==> src/rtl/usb_oep_pkg.sv <==
package usb_oep_pkg;

  localparam int B_RDY   = 0;
  localparam int B_OVR   = 1;
  localparam int B_STALL = 2;
  localparam int B_ISO   = 3;
  localparam int B_FST   = 4;
  localparam int B_DERR  = 5;
  localparam int B_FLUSH = 6;
  localparam int B_AUTO  = 7;

  typedef enum logic [1:0] {
    HS_NONE  = 2'b00,
    HS_ACK   = 2'b01,
    HS_NAK   = 2'b10,
    HS_STALL = 2'b11
  } hs_e;

  typedef enum logic [2:0] {
    V_COMMIT,
    V_DROP_ERR,
    V_STALL,
    V_OVERSIZE,
    V_OVERRUN
  } verdict_e;

  // Precedence: line error, endpoint stalled, too long, no free slot.
  function automatic verdict_e rx_verdict(input logic err, input logic stalled,
                                          input logic too_long, input logic full);
    if (err)           return V_DROP_ERR;
    else if (stalled)  return V_STALL;
    else if (too_long) return V_OVERSIZE;
    else if (full)     return V_OVERRUN;
    else               return V_COMMIT;
  endfunction

  function automatic hs_e verdict_hs(input verdict_e v);
    case (v)
      V_COMMIT:   return HS_ACK;
      V_OVERRUN:  return HS_NAK;
      V_STALL,
      V_OVERSIZE: return HS_STALL;
      default:    return HS_NONE;
    endcase
  endfunction

endpackage

==> src/rtl/usb_oep_rx_len.sv <==
module usb_oep_rx_len #(
  parameter int LEN_W = 9
) (
  input  logic             clk,
  input  logic             rst_n,
  input  logic             rx_start,
  input  logic             rx_byte,
  input  logic             rx_end,
  output logic             busy,
  output logic             pkt_done,
  output logic [LEN_W-1:0] len_total
);

  logic [LEN_W-1:0] len_q;

  function automatic logic [LEN_W-1:0] sat_inc(input logic [LEN_W-1:0] v, input logic en);
    if (en && (v != '1)) return v + 1'b1;
    return v;
  endfunction

  assign len_total = sat_inc(len_q, rx_byte);
  assign pkt_done  = busy && rx_end;

  always_ff @(posedge clk or negedge rst_n) begin
    if (!rst_n) begin
      busy  <= 1'b0;
      len_q <= '0;
    end else if (rx_start) begin
      busy  <= 1'b1;
      len_q <= '0;
    end else if (busy) begin
      len_q <= len_total;
      if (rx_end) busy <= 1'b0;
    end
  end

endmodule

==> src/rtl/usb_oep_unload.sv <==
module usb_oep_unload #(
  parameter int LEN_W = 9
) (
  input  logic             clk,
  input  logic             rst_n,
  input  logic             fifo_rd,
  input  logic             have_pkt,
  input  logic             auto_en,
  input  logic [LEN_W-1:0] limit,
  input  logic             head_pop,
  output logic             auto_pop
);

  logic [LEN_W-1:0] rd_q;
  logic [LEN_W:0]   rd_next;

  assign rd_next  = {1'b0, rd_q} + 1'b1;
  assign auto_pop = auto_en && fifo_rd && have_pkt && (rd_next == {1'b0, limit});

  always_ff @(posedge clk or negedge rst_n) begin
    if (!rst_n)                                   rd_q <= '0;
    else if (head_pop)                            rd_q <= '0;
    else if (fifo_rd && have_pkt && rd_q != '1)   rd_q <= rd_next[LEN_W-1:0];
  end

endmodule

==> src/rtl/usb_oep_sticky.sv <==
module usb_oep_sticky (
  input  logic clk,
  input  logic rst_n,
  input  logic set,
  input  logic clr,
  output logic q
);

  always_ff @(posedge clk or negedge rst_n) begin
    if (!rst_n)   q <= 1'b0;
    else if (set) q <= 1'b1;
    else if (clr) q <= 1'b0;
  end

endmodule

==> src/rtl/usb_out_ep_ctrl.sv <==
module usb_out_ep_ctrl
  import usb_oep_pkg::*;
#(
  parameter int MAXP_W     = 8,
  parameter int RESET_MAXP = 8
) (
  input  logic              clk,
  input  logic              rst_n,
  input  logic              csr_we,
  input  logic [7:0]        csr_wdata,
  output logic [7:0]        csr_rdata,
  input  logic              maxp_we,
  input  logic [MAXP_W-1:0] maxp_wdata,
  output logic [MAXP_W-1:0] maxp_rdata,
  input  logic              fifo_rd,
  input  logic              rx_start,
  input  logic              rx_byte,
  input  logic              rx_end,
  input  logic              rx_err,
  output logic              hs_valid,
  output logic [1:0]        hs_code
);

  localparam int LEN_W  = MAXP_W + 1;
  localparam int SLOTS  = 2;
  localparam int CNT_W  = $clog2(SLOTS + 1);
  localparam int NFLAG  = 3;
  localparam int FIDX_OVR = 0, FIDX_FST = 1, FIDX_DERR = 2;

  logic [MAXP_W-1:0] maxp_q;
  logic              send_stall, iso_q, auto_q;
  logic [CNT_W-1:0]  pkt_cnt;
  logic              rx_busy, pkt_done;
  logic [LEN_W-1:0]  len_total;
  logic              stalled, too_long, full;
  verdict_e          verdict;
  logic              commit, cpu_pop, auto_pop, head_pop, have_pkt;
  logic [NFLAG-1:0]  flag_set, flag_clr, flag_q;
  hs_e               hs_q;

  usb_oep_rx_len #(.LEN_W(LEN_W)) u_rx (
    .clk(clk), .rst_n(rst_n), .rx_start(rx_start), .rx_byte(rx_byte),
    .rx_end(rx_end), .busy(rx_busy), .pkt_done(pkt_done), .len_total(len_total)
  );

  assign have_pkt = (pkt_cnt != '0);
  assign full     = (pkt_cnt == CNT_W'(SLOTS));
  assign stalled  = send_stall | flag_q[FIDX_FST];
  assign too_long = (len_total > {1'b0, maxp_q});
  assign verdict  = rx_verdict(rx_err, stalled, too_long, full);
  assign commit   = pkt_done && (verdict == V_COMMIT);

  assign cpu_pop  = csr_we && have_pkt &&
                    (!csr_wdata[B_RDY] || (csr_wdata[B_FLUSH] && !rx_busy));
  assign head_pop = cpu_pop || auto_pop;

  usb_oep_unload #(.LEN_W(LEN_W)) u_unl (
    .clk(clk), .rst_n(rst_n), .fifo_rd(fifo_rd), .have_pkt(have_pkt),
    .auto_en(auto_q), .limit({1'b0, maxp_q}), .head_pop(head_pop), .auto_pop(auto_pop)
  );

  assign flag_set[FIDX_OVR]  = pkt_done && (verdict == V_OVERRUN);
  assign flag_set[FIDX_FST]  = pkt_done && (verdict == V_OVERSIZE);
  assign flag_set[FIDX_DERR] = pkt_done && (verdict == V_DROP_ERR) && iso_q;
  assign flag_clr[FIDX_OVR]  = csr_we && !csr_wdata[B_OVR];
  assign flag_clr[FIDX_FST]  = csr_we && !csr_wdata[B_FST];
  assign flag_clr[FIDX_DERR] = csr_we && !csr_wdata[B_DERR];

  for (genvar g = 0; g < NFLAG; g++) begin : g_flag
    usb_oep_sticky u_flag (
      .clk(clk), .rst_n(rst_n), .set(flag_set[g]), .clr(flag_clr[g]), .q(flag_q[g])
    );
  end

  always_ff @(posedge clk or negedge rst_n) begin
    if (!rst_n) begin
      maxp_q     <= MAXP_W'(RESET_MAXP);
      send_stall <= 1'b0;
      iso_q      <= 1'b0;
      auto_q     <= 1'b0;
    end else begin
      if (maxp_we) maxp_q <= maxp_wdata;
      if (csr_we) begin
        send_stall <= csr_wdata[B_STALL];
        iso_q      <= csr_wdata[B_ISO];
        auto_q     <= csr_wdata[B_AUTO];
      end
    end
  end

  always_ff @(posedge clk or negedge rst_n) begin
    if (!rst_n) pkt_cnt <= '0;
    else        pkt_cnt <= pkt_cnt + CNT_W'(commit) - CNT_W'(head_pop);
  end

  always_ff @(posedge clk or negedge rst_n) begin
    if (!rst_n)                                          hs_q <= HS_NONE;
    else if (pkt_done && !iso_q && verdict != V_DROP_ERR) hs_q <= verdict_hs(verdict);
    else                                                  hs_q <= HS_NONE;
  end

  assign hs_valid   = (hs_q != HS_NONE);
  assign hs_code    = hs_q;
  assign maxp_rdata = maxp_q;

  always_comb begin
    csr_rdata          = '0;
    csr_rdata[B_RDY]   = have_pkt;
    csr_rdata[B_OVR]   = flag_q[FIDX_OVR];
    csr_rdata[B_STALL] = send_stall;
    csr_rdata[B_ISO]   = iso_q;
    csr_rdata[B_FST]   = flag_q[FIDX_FST];
    csr_rdata[B_DERR]  = flag_q[FIDX_DERR];
    csr_rdata[B_AUTO]  = auto_q;
  end

endmodule

==> config.mk <==
export PLATFORM = sky130hd
export DESIGN_NAME = usb_out_ep_ctrl
export DESIGN_NICKNAME = d
export VERILOG_FILES = /design/src/rtl/usb_oep_pkg.sv /design/src/rtl/usb_oep_rx_len.sv /design/src/rtl/usb_oep_unload.sv /design/src/rtl/usb_oep_sticky.sv /design/src/rtl/usb_out_ep_ctrl.sv
export SDC_FILE = /design/constraint.sdc
export NUM_CORES = 1
export LEC_CHECK = 0
export CORE_MARGIN = 2
export CORE_UTILIZATION = 47
export DETAILED_ROUTE_END_ITERATION = 8
export PLACE_DENSITY = 0.81
export RECOVER_POWER = 100
export SLEW_MARGIN = 20
export SYNTH_ARGS = -nofsm -noshare
export SYNTH_HDL_FRONTEND = slang
export SYNTH_SLANG_ARGS = --single-unit
export TNS_END_PERCENT = 5
==> constraint.sdc <==
create_clock -name clk -period 3.7 [get_ports clk]
set_input_delay 0.74 -clock clk [delete_from_list [all_inputs] [get_ports clk]]
set_output_delay 0.74 -clock clk [all_outputs]
set_load 0.05 [all_outputs]
[Yosys cells after proc, flatten, opt, wreduce, memory -nomap -nowiden]
Cells that the tools add are included.
Widths: inputs -> output; s select.
Word-level totals
  latch bits: 0
  memory bits (writable): 0
  word-level logic and storage cells: 86
  memories kept: 0
  ROM bits: 0
  bits in registers: 37
Operators by class
  equal/unequal tests: 9
  add/subtract/negate cells: 4
  bitwise logic cells: 1
  $lt $le $gt $ge: 1
  div/mod/pow operators: 0
  reductions and logical operators: 37
  $mul: 0
  mux-type cells: 22
  shift operators: 0
Operators by type and width (number)
  $mux 9: 6
  $logic_and 1x1->1: 20
  $ne 9x9->1 const B: 2
  $reduce_bool 2->1: 7
  $mux 3: 4
  $add 9x1->10 const B: 1
  $eq 10x8->1: 1
  $mux 1: 10
  $add 9x1->9 const B: 1
  $gt 9x8->1: 1
  $eq 3x2->1 const B: 2
  $logic_not 1->1: 6
  $pmux 2 s3: 1
  $eq 3x1->1 const B: 1
  $eq 3x3->1 const B: 1
  $logic_not 3->1: 1
  $ne 3x1->1 const B: 1
  $add 2x1->2: 1
  $eq 2x2->1 const B: 1
  $logic_or 1x1->1: 2
  $mux 2: 1
  $reduce_or 2->1: 1
  $sub 2x1->2: 1
  $or 1x1->1: 1

[Longest topological paths before layout]
Gate-level depths: netlist of the first run.
  depth after elaboration: 12
  depth in mapped cells: 20
  depth with buffers taken out: 19

[Modules after synthesis]
From an unflattened synthesis of the first run, not the netlist that was laid out.
Unflattened totals
  cell total of the unflattened synthesis: 250
  area total of the unflattened synthesis: 2353.5 sq um
By module, submodules not included
  usb_out_ep_ctrl: cells an instance 92, sequential area each 376.6 sq um, area each 917.1 sq um, instances 1
  usb_oep_unload: cells an instance 77, sequential area each 225.2 sq um, area each 671.9 sq um, instances 1
  usb_oep_rx_len: cells an instance 72, sequential area each 250.2 sq um, area each 655.6 sq um, instances 1
  usb_oep_sticky: cells an instance 3, sequential area each 25.0 sq um, area each 36.3 sq um, instances 3

[Worst setup path before layout of the first run]
No wires, ideal clock.
  path kind: reg-to-reg
  start: reg u_rx.len_q[0]
  end: reg pkt_cnt[1]
  cell stages (with the launch flop): 21
  path buffers: 1
  data required time: 3.620 ns
  arrival: 3.523 ns
  setup slack: 0.097 ns
  cells stage by stage: dfrtp_1 > ha_1 > nand3_1 > nor2_1 > ha_1 > nor2b_1 > clkbuf_1 > and4_1 > nand3_1 > xnor2_1 > ha_1 > nand4_1 > o21ai_0 > a211o_1 > and4_1 > nand3_1 > ha_1 > inv_1 > ha_1 > xnor2_1 > xnor2_1
On the way
  longest elaborated chain between the ends: 12
  elaborated cells between the ends (all ways): 14
  classes of those cells: add/sub (3); order compare (1); eq/ne (1); mux (6); reduce/logical (3)
Ends and longest elaborated chain
  start: declaration: line usb_oep_rx_len.sv:14  | logic [LEN_W-1:0] len_q;
  start signal: assignment: line usb_oep_rx_len.sv:32  | len_q <= len_total;
  parallel branches: the longest is 3 deep, another holds $add 9x1->9
  $mux 9 (*): line usb_oep_rx_len.sv:18  | return v;
  $gt 9x8->1 (*): line usb_out_ep_ctrl.sv:49  | assign too_long = (len_total > {1'b0, maxp_q});
  $mux 3 (*): line usb_oep_pkg.sv:32  | else if (too_long) return V_OVERSIZE;
  $mux 3 (*): line usb_oep_pkg.sv:31  | else if (stalled) return V_STALL;
  $mux 3 (*): line usb_oep_pkg.sv:30  | if (err) return V_DROP_ERR;
  $logic_not 3->1 (*): line usb_out_ep_ctrl.sv:51  | assign commit = pkt_done && (verdict == V_COMMIT);
  $logic_and 1x1->1 (*): line usb_out_ep_ctrl.sv:51
  $add 2x1->2 (*): line usb_out_ep_ctrl.sv:93  | else pkt_cnt <= pkt_cnt + CNT_W'(commit) - CNT_W'(head_pop);
  $sub 2x1->2 (*): line usb_out_ep_ctrl.sv:93
  end signal: assignment: line usb_out_ep_ctrl.sv:93
  end: declaration: line usb_out_ep_ctrl.sv:32  | logic [CNT_W-1:0] pkt_cnt;
Every way passes the cells marked *. The select of a mux whose other input is x is not followed.
A chain may end at the register's enable or synchronous reset.

[Worst setup path after layout of the first run]
Same ends and word-level chain as after synthesis.

==> results of run 1 <==
[routing by layer]
metal	routed length (um)	part of all wire	track usage
met3	149	0.027	0.04284
met1	2271	0.41	0.2660
met2	2968	0.54	0.3860
met4	110	0.020	0.06944
met5	0	0	0
[area by class of cell]
| class | instances | area, um^2 | area share |
|---|---|---|---|
| clock buffer | 7 | 86.33 | 0.02886 |
| timing repair buffer | 54 | 500.5 | 0.1673 |
| tap | 67 | 83.83 | 0.02802 |
| inverter | 14 | 52.55 | 0.01757 |
| clock inverter | 1 | 30.03 | 0.01004 |
| multi-input combinational | 188 | 1311 | 0.4383 |
| sequential | 37 | 927.1 | 0.3099 |
[flip-flops by register name, indices dropped and copies added (netlist names)]
signal           cells
auto_q               1
g_flag.u_flag.q      3
hs_code              2
iso_q                1
maxp_rdata           8
pkt_cnt              2
send_stall           1
u_rx.busy            1
u_rx.len_q           9
u_unl.rd_q           9
[repair_timing]
action,in CTS,in global routing
setup buffers,0,5
hold endpoints to repair,0,0
gates resized for setup,0,7
setup endpoints to repair,0,2
[cell usage after synthesis (all sizes together)]
master,count,area (um^2)
a2111oi,1,27.53
a211o,2,17.52
a211oi,2,15.01
a21bo,1,10.01
a21o,1,7.510
a21oi,14,70.07
a31oi,1,6.260
a32o,1,10.01
and2,3,20.02
and3,2,12.51
and4,3,26.28
buf,10,68.81
clkbuf,5,18.77
conb,1,3.750
dfrtp,36,900.9
dfstp,1,26.28
ha,14,175.2
inv,14,52.55
mux2,7,78.83
mux2i,3,30.03
nand2,28,107.6
nand2b,2,12.51
nand3,11,55.05
nand3b,1,7.510
nand4,7,43.79
nor2,14,52.55
nor2b,2,12.51
nor3,4,20.02
nor3b,2,15.01
nor4,3,18.77
o21ai,20,100.1
o221ai,1,8.760
o31a,1,10.01
or2,3,18.77
or3,1,6.260
or3b,1,8.760
or4,1,11.26
xnor2,14,130.1
xor2,16,140.1
[worst reg2reg max path, cell delays in order (launching register included)]
cell and delay, ns:
dfrtp_1 0.41, ha_2 0.23, nand3_2 0.09, nor2_1 0.05
ha_1 0.20, nor2b_2 0.18, and4_1 0.23, nand3_1 0.10
xnor2_1 0.16, ha_1 0.33, nand4_1 0.13, o21ai_1 0.12
a211o_1 0.13, and4_1 0.19, nand3_1 0.09, ha_1 0.28
inv_1 0.04, ha_1 0.18, xnor2_1 0.16, xnor2_1 0.13
[stage by stage]
step | cell area [um^2] | setup slack [ns] | total power, mW | TNS [ns] | hold WS [ns]
floorplan | 2357 | 0.09704 | 0.8103 | 0 | 0.4444
global placement | 2821 | 0.006339 | 0.9173 | 0 | 0.5007
detailed placement | 2821 | -0.1359 | 0.9301 | -0.1359 | 0.5247
CTS | 2938 | 0.02837 | 1.296 | 0 | 0.5416
global route | 2992 | -0.02989 | 1.373 | -0.02989 | 0.5655
finish | 2992 | 0.2058 | 1.293 | 0 | 0.5363
[cells by family (layout without fill, tap and decap cells)]
family	count (synthesis)	after routing	synth area share
flip-flops	37	37	0.3933
other	1	1	0.001591
AND/OR/NAND/NOR	88	88	0.1906
multiplexers	10	10	0.04618
AO/OA/AOI/OAI	45	45	0.1200
adder cells (fa/ha/maj)	14	14	0.07431
buffers and inverters	29	76	0.05945
XOR/XNOR	30	30	0.1147
[power by group through the flow]
| stage | combinational, mW | clock [mW] | sequential [mW] |
|---|---|---|---|
| 5_1_grt | 0.465 | 0.388 | 0.520 |
| 3_5_place_dp | 0.410 | 0 | 0.520 |
| 2_1_floorplan | 0.275 | 0 | 0.535 |
| 6_report | 0.421 | 0.359 | 0.513 |
| 4_1_cts | 0.414 | 0.369 | 0.513 |
| 3_3_place_gp | 0.400 | 0 | 0.518 |
[worst max-delay path by stage]
stage	start	to	slack (ns)	cells after the start
detailed placement	rx_byte	pkt_cnt[1]$_DFF_PN0_	-0.14	16
global placement	rx_byte	pkt_cnt[1]$_DFF_PN0_	0.006	16
CTS	u_rx.len_q[0]$_DFFE_PN0P_	pkt_cnt[1]$_DFF_PN0_	0.03	19
global route	u_rx.len_q[0]$_DFFE_PN0P_	pkt_cnt[1]$_DFF_PN0_	-0.03	19
floorplan	u_rx.len_q[0]$_DFFE_PN0P_	pkt_cnt[1]$_DFF_PN0_	0.1	20
finish	u_rx.len_q[0]$_DFFE_PN0P_	pkt_cnt[1]$_DFF_PN0_	0.21	19
==> metrics.md, run 1 <==
| Metric | Value |
|---|---|
| Measured slew at the worst slew-check pin | 1.991 ns |
| Worst-path cell with the longest stage delay | dfrtp_1 |
| Hold crit path type | reg -> reg |
| Crit path cell chain | ha_2 -> nand3_2 -> nor2_1 -> ha_1 -> nor2b_2 -> and4_1 -> nand3_1 -> xnor2_1 -> ha_1 -> nand4_1 -> o21ai_1 -> a211o_1 -> and4_1 -> nand3_1 -> ha_1 -> inv_1 -> ha_1 -> xnor2_1 -> xnor2_1 |
| GRT overflow | 0 |
| Critical Path Start Type | flip-flop |
| Number of endpoints with negative hold slack in the final report | 0 |
| Worst reg2reg path startpoint | u_rx.len_q[0]$_DFFE_PN0P_ |
| Fill cells | ~400 |
| Violations in the final reports | max-capacitance violations, max-slew violations |
| Share of the core filled with cells | 0.6251 |
| Width of the chip | 74.82 um |
| Number of max-cap violations | 1 |
| Number of DRC markers after the initial detailed-route iteration | 110 |
| Cell family with the largest share of critical-path delay | adder cells |
| Pwr per Cell Area | 432.4 nW/um^2 |
| Net total in the final layout | ~340 |
| Post-DP HPWL | 4117 um |
| CP dominant cell by count | ha_1 |
| Number of standard cells in the final layout excluding fillers | around 370 |
| Drc violations | 0 |
| Reg-to-reg slack, setup | 0.21 ns |
| Final setup violating endpoints | 0 |
| Internal Dissipation | around 850 uW |
| Clock-pin slew on the worst setup and hold paths | 0.07 ns |
| Pin count of the biggest net entering global routing | 38 |
| Number of instances in the synthesized netlist | 254 |
| Worst Hold End | send_stall$_DFFE_PN0P_ |
| Share of layout cells above drive strength 1 | 0.1329 |
| Synthesized flop and latch total | 37 |
| Avg Vias per Cell | around 5.3 |
| Worst Min Path Start | send_stall$_DFFE_PN0P_ |
| Unique masters post-synth | 45 |
| Number of inserted diodes | 0 |
| Core region area | 4786 um^2 |
| Peak per-stage delay on the critical path | 0.41 ns |
| Part of the total power dissipated in sequential elements | 0.397 |
| P_sw | approximately 440 uW |
| Worst rel slew slack | -0.3273 |
| # rows | 25 |
| Clock root cell | clkbuf_8 |
| Placed Cells | 355 |
| Part of the power in combinational logic | 0.325 |
| Final count of pins violating max slew | 38 |
| Worst Reg2Reg Path Length in Cells | 19 |
| CTS H-tree depth | 2 |
| Final period demand of the worst path | 3.494 ns |
| Synthesized area per cell | 9.281 um^2 |
| Sort of element at the end of the critical path | flip-flop |
| Outcome | complete, but fails checks |
| Final clock skew | 0.007790 ns |
| Leakage component of the power | 1.338 nW |
| Sum of buffers and inverters on the critical path | 1 |
| Final routed wire length divided by cell count | about 15 um |
| Height of the die | 74.82 um |
| Drt first pass iters | 4 |
| Max Clk Rate | 286.2 MHz |
| Switching share of power | 0.3408 |
| Tcrit/Tclk final | 0.9444 |
| Antenna violations before repair | 0 |
| Combined global-route utilization of all metal layers | 0.2178 |
| Worst hold path cell count | 1 |
| Maximum fanout count along the critical path | 4 |
| Endpoint required time on the critical path | 3.92 ns |
| Via count of the first global-routing pass | 1975 |
| Final antenna-violating net count | 0 |
| Number of clock sinks | 37 |
| Arrival @ worst endpoint | 3.71 ns |
| Warning count from the yosys run | 0 |
| Total via count after detailed routing | ~2000 |
| CTS tree | yes |
| Number of buffers inserted by port buffering | between 40 and 50 |
| Layout overhead on the synthesized area | 26.91% |
| Detailed-route wire length | 5500 um |
| Clock Power Share | 0.278 |
| Endpoint of the worst-slack reg-to-reg timing path | pkt_cnt[1]$_DFF_PN0_ |
| Critical path class | reg -> reg |
| Post-Syn Nets | roughly 300 |
| GPL Wtd Cong | 0.9092 |
| Share of synthesized area occupied by flip-flops and latches | 0.3933 |
| Max rail drop VDD | 0.0001991 V |
| Highest-count cells in the layout ignoring fill and taps | clkdlybuf4s50_1 (38), dfrtp_1 (36), nand2_1 (27) |
| Commonest non-fill, non-tap cell in the layout | clkdlybuf4s50_1 |
| Largest buffer count on any clock path | 2 |
| Wire length of the first global-routing pass | about 9300 um |
| Initial Util | 0.4925 |
| I/O pin count | 44 |
| Number of buffers added to fix hold violations after cts | 0 |
| Source-to-sink clock delay at the later pin of the worst-skew pair | ~0.29 ns |
| Area of the mapped netlist | 2357 um^2 |
| Number of buffers created by CTS | 5 |
| Floorplan die area | 5598 um^2 |
(Power assumes the default switching activity.)
==> run 2: changes to the inputs <==
==> constraint.sdc (replaced) <==
create_clock -name clk -period 3.2 [get_ports clk]
set_input_delay 0.64 -clock clk [delete_from_list [all_inputs] [get_ports clk]]
set_output_delay 0.64 -clock clk [all_outputs]
set_load 0.05 [all_outputs]
==> run 2 against run 1 <==
Effect of this change: the run ends with max-capacitance violations, max-slew violations, negative setup slack left; wire length hardly changed; flip-flop and latch count stayed put; worst setup slack worse by 0.42 ns; first-iteration DRC count is 26% lower; via count is 4.2% higher; global-route usage is 0.42 points lower; worst hold slack worse by 0.011 ns; critical path type unchanged; highest routed layer unchanged.
==> metrics.md, run 2 (same netlist as run 1, synthesis figures left out) <==
| Metric | Value |
|---|---|
| Number of clock sinks | 37 (unchanged) |
| Final routed wire length divided by cell count | 14.43 um (-3.4%) |
| Via count of the first global-routing pass | 2078 (+5.2%) |
| Clock-pin slew on the worst setup and hold paths | 0.08 ns (about the same) |
| Drc violations | 0 (unchanged) |
| Detailed-route wire length | 5498 um (about the same) |
| Commonest non-fill, non-tap cell in the layout | clkdlybuf4s50_1 |
| GRT overflow | 0 (unchanged) |
| Met2 usage in global routing | 0.3772 (-0.008772) |
| Net total in the final layout | 352 (+3.8%) |
| Floorplan die area | 5598 um^2 (unchanged) |
| Core region area | 4786 um^2 (unchanged) |
| Sum of buffers and inverters on the critical path | 1 (unchanged) |
| Critical path class | reg -> reg |
| Clock root cell | clkbuf_8 |
| Most used routing layer | met2 |
| Final antenna-violating net count | 0 (unchanged) |
| Number of standard cells in the final layout excluding fillers | 381 (+3.5%) |
| # rows | 25 (unchanged) |
| Final period demand of the worst path | 3.416 ns (-0.07814 ns) |
| Global-route track usage on met3 | 0.04150 (-0.001339) |
| Total via count after detailed routing | 2042 (+4.2%) |
| Pin count of the biggest net entering global routing | 38 (unchanged) |
| Share of layout cells above drive strength 1 | 0.2070 (+0.07412) |
| Endpoint of the worst-slack reg-to-reg timing path | pkt_cnt[1]$_DFF_PN0_ |
| Max Clk Rate | 292.7 MHz (+2.3%) |
| Cell family with the largest share of critical-path delay | adder cells |
| Share of the core filled with cells | 0.6552 (+0.03007) |
| Final setup violating endpoints | 1 (+1) |
| Number of max-cap violations | 1 (unchanged) |
| Critical path endpoint | pkt_cnt[1]$_DFF_PN0_ |
| Placed Cells | 367 (+3.4%) |
| Dpl ws | -0.4937 ns (-0.3577 ns) |
| GPL Wtd Cong | 0.8498 (-6.5%) |
| Leakage component of the power | 1.407 nW (+5.2%) |
| Source-to-sink clock delay at the later pin of the worst-skew pair | 0.29 ns (about the same) |
| Tcrit/Tclk final | 1.068 (+0.1231) |
| Reg-to-reg slack, setup | -0.22 ns (-0.42 ns) |
| Pwr per Cell Area | 459.1 nW/um^2 (+6.2%) |
| Number of inserted diodes | 0 (unchanged) |
| Fill cells | 379 (-6.7%) |
| Worst-path cell with the longest stage delay | dfrtp_1 |
| Initial Util | 0.4925 (unchanged) |
| Number of endpoints with negative hold slack in the final report | 0 (unchanged) |
| Number of buffers created by CTS | 5 (unchanged) |
| Peak per-stage delay on the critical path | 0.39 ns (-0.02 ns) |
| Layout overhead on the synthesized area | 33.01% |
| CTS tree | yes |
| Worst reg2reg path startpoint | u_rx.len_q[1]$_DFFE_PN0P_ |
| Arrival @ worst endpoint | 3.63 ns (-0.08 ns) |
| Largest buffer count on any clock path | 2 (unchanged) |
| Post-DP HPWL | 4212 um (+2.3%) |
| Total non-filler cell area in the finished layout | 3136 um^2 (+4.8%) |
| Sort of element at the end of the critical path | flip-flop |
| Setup repair after global routing missed its margin | true |
| Setup WS post-layout | -0.2161 ns (-0.4219 ns) |
| Final clock skew | 0.009978 ns (+0.002187 ns) |
| Endpoint required time on the critical path | 3.41 ns (-0.51 ns) |
| Number of buffers inserted by port buffering | 42 (unchanged) |
| Width of the chip | 74.82 um (unchanged) |
| Source of the critical timing path | u_rx.len_q[1]$_DFFE_PN0P_ |
| Crit path cell chain | ha_2 -> nand3_2 -> nor2_1 -> ha_2 -> nor2b_4 -> and4_4 -> nand3_4 -> xnor2_2 -> ha_1 -> nand4_1 -> o21ai_1 -> a211o_1 -> and4_1 -> nand3_2 -> ha_4 -> inv_2 -> ha_4 -> xnor2_2 -> xnor2_1 |
| Worst Reg2Reg Path Length in Cells | 19 (unchanged) |
| Hold crit path type | reg -> reg |
| Avg Vias per Cell | 5.360 (+0.63%) |
| Height of the die | 74.82 um (unchanged) |
| Combined global-route utilization of all metal layers | 0.2136 (-0.004197) |
| Wire length of the first global-routing pass | 9101 um (-2.2%) |
| Maximum fanout count along the critical path | 3 (-1) |
| Critical Path Start Type | flip-flop |
| Antenna violations before repair | 0 (unchanged) |
| Met1 Track Usage GR | 0.2551 (-0.01085) |
| Number of DRC markers after the initial detailed-route iteration | 81 (-26%) |
| Measured slew at the worst slew-check pin | 1.953 ns (-0.03802 ns) |
| Outcome | complete, but fails checks |
| Worst hold path cell count | 2 (+1) |
| Number of gates on the worst path with buffers counted | 19 (unchanged) |
| Violations in the final reports | max-capacitance violations, max-slew violations, negative setup slack |
| Drt first pass iters | 4 (unchanged) |
| I/O pin count | 44 (unchanged) |
| Max rail drop VDD | 0.0002824 V (+42%) |
| Final count of pins violating max slew | 38 (unchanged) |
| CTS H-tree depth | 2 (unchanged) |
| Highest-count cells in the layout ignoring fill and taps | clkdlybuf4s50_1 (38), dfrtp_1 (36), nand2_1 (27) |
| Area after detailed placement | 2944 um^2 (+4.3%) |
| Worst rel slew slack | -0.3019 (+0.02535) |
| Worst hold-check slack | 0.5257 ns (-0.01057 ns) |
## run 2: changes by cell type in the layout (fill, tap and decap cells not counted), sizes merged
cell	change
clkinvlp	+1
bufinv	-1
clkinv	+2
buf	+14
clkbuf	-3
## run 2: per-stage QoR
step	TNS, ns	power (mW)
floorplan	-0.1756	0.9456
global placement	-0.5648	1.082
detailed placement	-0.8220	1.102
CTS	-0.1398	1.426
global route	-0.4977	1.514
finish	-0.2161	1.440
## run 2: worst min-delay path by stage
stage / slack [ns] / start / to
global route: 0.55 / g_flag[2].u_flag.q$_DFFE_PN0P_ / g_flag[2].u_flag.q$_DFFE_PN0P_
CTS: 0.47 / rst_n / u_unl.rd_q[6]$_DFFE_PN0P_
floorplan: 0.34 / rst_n / auto_q$_DFFE_PN0P_
detailed placement: 0.51 / g_flag[2].u_flag.q$_DFFE_PN0P_ / g_flag[2].u_flag.q$_DFFE_PN0P_
finish: 0.53 / g_flag[2].u_flag.q$_DFFE_PN0P_ / g_flag[2].u_flag.q$_DFFE_PN0P_
global placement: 0.50 / g_flag[2].u_flag.q$_DFFE_PN0P_ / g_flag[2].u_flag.q$_DFFE_PN0P_
## run 2: cell type report
class,instances,area [um^2],share of cell area
Inverter,14,52.55,0.01676
Clock inverter,3,17.52,0.005587
Tap cell,67,83.83,0.02674
Timing Repair Buffer,67,601.8,0.1919
Sequential cell,37,927.1,0.2957
Clock buffer,5,68.82,0.02195
Multi-Input combinational cell,188,1384,0.4413
## run 2: repair_timing
item,4_1_cts,5_1_grt
setup buffers,5,1
hold buffers,0,0
gates resized for setup,5,6
setup endpoints to repair,2,2
pin swaps,16,11
## run 2: worst reg2reg max path, stage by stage, from the launching register on
cell and delay, ns:
dfrtp_1 0.39, ha_2 0.20, nand3_2 0.07, nor2_1 0.05
ha_2 0.19, nor2b_4 0.14, and4_4 0.24, nand3_4 0.07
xnor2_2 0.13, ha_1 0.33, nand4_1 0.17, o21ai_1 0.12
a211o_1 0.13, and4_1 0.21, nand3_2 0.11, ha_4 0.28
inv_2 0.04, ha_4 0.15, xnor2_2 0.18, xnor2_1 0.15
## run 2: where the power goes
| group | internal [mW] | total (mW) | switching [mW] |
|---|---|---|---|
| Sequential | 0.522 | 0.596 | 0.0732 |
| Clock | 0.150 | 0.321 | 0.170 |
| Combinational | 0.230 | 0.523 | 0.293 |
## run 2: routing by layer
metal	up-vias	routed length, um
met3	16	171
met5	-	0
met1	991	2309
li1	989	-
met2	46	2889
met4	0	128
==> run 3: changes to the inputs <==
--- a/config.mk
+++ b/config.mk
@@ -8,7 +8,7 @@
 export CORE_MARGIN = 2
 export CORE_UTILIZATION = 47
 export DETAILED_ROUTE_END_ITERATION = 8
-export PLACE_DENSITY = 0.81
+export PLACE_DENSITY = 0.86
 export RECOVER_POWER = 100
 export SLEW_MARGIN = 20
 export SYNTH_ARGS = -nofsm -noshare
==> run 3 against run 2 <==
Effect of this change: the flow still finishes with violations (max-capacitance violations, max-slew violations, negative setup slack); final area is 2.9% higher; combinational power is 3% higher; core utilization is 1.9 points higher; largest power group unchanged; non-clock buffer count is 3 higher; sequential power hardly changed; worst hold slack better by 0.013 ns; register-to-register slack worse by 0.08 ns; die area stayed put; count of clock-buffer cells in the layout is 2 higher; critical endpoint unchanged.
==> metrics.md, run 3 (same netlist as run 1, synthesis figures left out) <==
| Metric | Value |
|---|---|
| Total negative slack for setup checks | -0.3654 ns (-0.1493 ns) |
| Via count of the first global-routing pass | 2185 (+5.1%) |
| Worst reg2reg path startpoint | u_rx.len_q[1]$_DFFE_PN0P_ |
| Part of the power in combinational logic | 0.347 (-0.017) |
| Fill cells | 342 (-9.8%) |
| Hold crit path type | reg -> reg |
| Source-to-sink clock delay at the later pin of the worst-skew pair | 0.30 ns (about the same) |
| Worst hold-check slack | 0.5384 ns (+0.01262 ns) |
| Total via count after detailed routing | 2175 (+6.5%) |
| Critical path class | reg -> reg |
| Reg-to-reg slack, setup | -0.29 ns (-0.08 ns) |
| Violations in the final reports | max-capacitance violations, max-slew violations, negative setup slack |
| Setup WS post-layout | -0.2920 ns (-0.07594 ns) |
| Clock root cell | clkbuf_8 |
| Topmost layer with routed signal wires | met4 |
| Highest-count cells in the layout ignoring fill and taps | clkdlybuf4s50_1 (38), dfrtp_1 (36), nand2_1 (27) |
| Number of clock sinks | 37 (unchanged) |
| Critical Path Start Type | flip-flop |
| Number of buffers added to fix hold violations after cts | 0 (unchanged) |
| Tcrit/Tclk final | 1.091 (+0.02373) |
| Commonest non-fill, non-tap cell in the layout | clkdlybuf4s50_1 |
| Avg Vias per Cell | 5.664 (+5.7%) |
| Post-DP HPWL | 4233 um (+0.50%) |
| P_sw | 546.6 uW (+1.9%) |
| Largest buffer count on any clock path | 2 (unchanged) |
| Setup repair after global routing missed its margin | true |
| CTS H-tree depth | 2 (unchanged) |
| Number of inserted diodes | 0 (unchanged) |
| Sort of element at the end of the critical path | flip-flop |
| Met1 layer wirelength in the final routing | 2552 um (+11%) |
| Share of layout cells above drive strength 1 | 0.2271 (+0.02012) |
| Detailed-route wire length | 6534 um (+19%) |
| GRT overflow | 0 (unchanged) |
| Number of max-cap violations | 1 (unchanged) |
| Worst Min Path Start | g_flag[0].u_flag.q$_DFFE_PN0P_ |
| Number of buffers created by CTS | 5 (unchanged) |
| Drt first pass iters | 4 (unchanged) |
| Part of the total power dissipated in sequential elements | 0.382 (-0.032) |
| Footprint of the multi-input gates | 1421 um^2 (+2.7%) |
| Worst hold path cell count | 2 (unchanged) |
| Outcome | complete, but fails checks |
| Endpoint of the worst-slack reg-to-reg timing path | pkt_cnt[1]$_DFF_PN0_ |
| Number of buffers inserted by port buffering | 42 (unchanged) |
| Antenna violations before repair | 0 (unchanged) |
| Number of endpoints with negative hold slack in the final report | 0 (unchanged) |
| Power after layout | 1.560 mW (+8.4%) |
| Worst Hold End | g_flag[0].u_flag.q$_DFFE_PN0P_ |
| Clock Power Share | 0.271 (+0.048) |
| Worst Reg2Reg Path Length in Cells | 19 (unchanged) |
| Final setup violating endpoints | 2 (+1) |
| Total met3 wirelength after detailed routing | 276 um (+61%) |
| Max Clk Rate | 286.4 MHz (-2.2%) |
| Final clock skew | 0.009895 ns (-0.00008313 ns) |
| Measured slew at the worst slew-check pin | 2.003 ns (+0.05037 ns) |
| Register area | 927.1 um^2 (unchanged) |
| GPL Wtd Cong | 0.8587 (+1.0%) |
| Floorplan die area | 5598 um^2 (unchanged) |
| Height of the die | 74.82 um (unchanged) |
| Layout overhead on the synthesized area | 36.84% |
| Pin count of the biggest net entering global routing | 38 (unchanged) |
| # rows | 25 (unchanged) |
| Max rail drop VDD | 0.0002842 V (+0.62%) |
| Leakage component of the power | 1.443 nW (+2.5%) |
| Width of the chip | 74.82 um (unchanged) |
| Switching share of power | 0.3503 (-0.02233) |
| Clock-pin slew on the worst setup and hold paths | 0.08 ns (about the same) |
| Total non-filler cell area in the finished layout | 3226 um^2 (+2.9%) |
| Arrival @ worst endpoint | 3.68 ns (+0.05 ns) |
| Detailed route wirelength on metal2 | 3516 um (+22%) |
| Area after detailed placement | 2952 um^2 (+0.26%) |
| Final antenna-violating net count | 0 (unchanged) |
| Net total in the final layout | 355 (+0.85%) |
| Final period demand of the worst path | 3.492 ns (+0.07593 ns) |
| Combined global-route utilization of all metal layers | 0.2409 (+0.02724) |
| Final count of pins violating max slew | 38 (unchanged) |
| CTS tree | yes |
| Number of DRC markers after the initial detailed-route iteration | 173 (+110%) |
| Final routed wire length divided by cell count | 17.02 um (+18%) |
| Initial Util | 0.4925 (unchanged) |
| Wire length of the first global-routing pass | 10170 um (+12%) |
| Internal Dissipation | 1.014 mW (+12%) |
| Maximum fanout count along the critical path | 4 (+1) |
| I/O pin count | 44 (unchanged) |
| Core region area | 4786 um^2 (unchanged) |
| Pwr per Cell Area | 483.8 nW/um^2 (+5.4%) |
| Worst rel slew slack | -0.3355 (-0.03358) |
| Drc violations | 0 (unchanged) |
| Endpoint required time on the critical path | 3.38 ns (-0.03 ns) |
## run 3: final cells by class
type	instances	share of cell area
Sequential cell	37	0.2874
Clock inverter	1	0.009310
Timing Repair Buffer	70	0.1936
Clock buffer	7	0.02676
Tap cell	67	0.02599
Multi-Input combinational cell	188	0.4407
Inverter	14	0.01629
## run 3: metal layers
metal  track usage  vias up
met5             0        -
met4       0.07143        0
met3       0.05355       20
met2        0.4357       71
met1        0.2847     1086
li1              -      998
## run 3: power groups by stage
| stage | combinational [mW] | clock, mW | sequential, mW |
|---|---|---|---|
| finish | 0.541 | 0.423 | 0.596 |
| global route | 0.586 | 0.455 | 0.604 |
| CTS | 0.518 | 0.426 | 0.594 |
| detailed placement | 0.502 | 0 | 0.599 |
| global placement | 0.483 | 0 | 0.597 |
| floorplan | 0.326 | 0 | 0.619 |
## run 3: worst max-delay path by stage
stage                                end  slack (ns)                      start  cells past startpoint
finish              pkt_cnt[1]$_DFF_PN0_       -0.29  u_rx.len_q[1]$_DFFE_PN0P_                     19
global route        pkt_cnt[1]$_DFF_PN0_       -0.39  u_rx.len_q[1]$_DFFE_PN0P_                     19
CTS                 pkt_cnt[1]$_DFF_PN0_       -0.14  u_rx.len_q[0]$_DFFE_PN0P_                     18
detailed placement  pkt_cnt[1]$_DFF_PN0_       -0.52                    rx_byte                     15
global placement    pkt_cnt[1]$_DFF_PN0_       -0.40                    rx_byte                     15
floorplan           pkt_cnt[1]$_DFF_PN0_       -0.15  u_rx.len_q[0]$_DFFE_PN0P_                     19
## run 3: worst max-delay path, cell delays in order (launching register included)
cell,delay [ns]
dfrtp_1,0.39
ha_2,0.20
nand3_2,0.08
nor2_2,0.04
ha_2,0.21
nor2b_4,0.15
and4_4,0.25
nand3_2,0.08
xnor2_2,0.14
ha_1,0.32
nand4_1,0.19
o21ai_2,0.11
a211o_1,0.14
and4_1,0.22
nand3_2,0.11
ha_4,0.29
inv_2,0.04
ha_4,0.15
xnor2_2,0.13
xnor2_1,0.12
## run 3: through the flow
stage / worst slack, ns / util / instances
floorplan: -0.1475 / - / 254
global placement: -0.3974 / 0.6167 / 368
detailed placement: -0.5229 / 0.6167 / 368
CTS: -0.1405 / 0.6593 / 381
global route: -0.3942 / 0.6740 / 384
finish: -0.2920 / 0.6740 / 384
## run 3: timing repair
| action | CTS | global route |
|---|---|---|
| setup buffers | 5 | 3 |
| pin swaps | 19 | 11 |
| endpoints found under the setup margin | 2 | 2 |
| gates resized for setup | 10 | 9 |
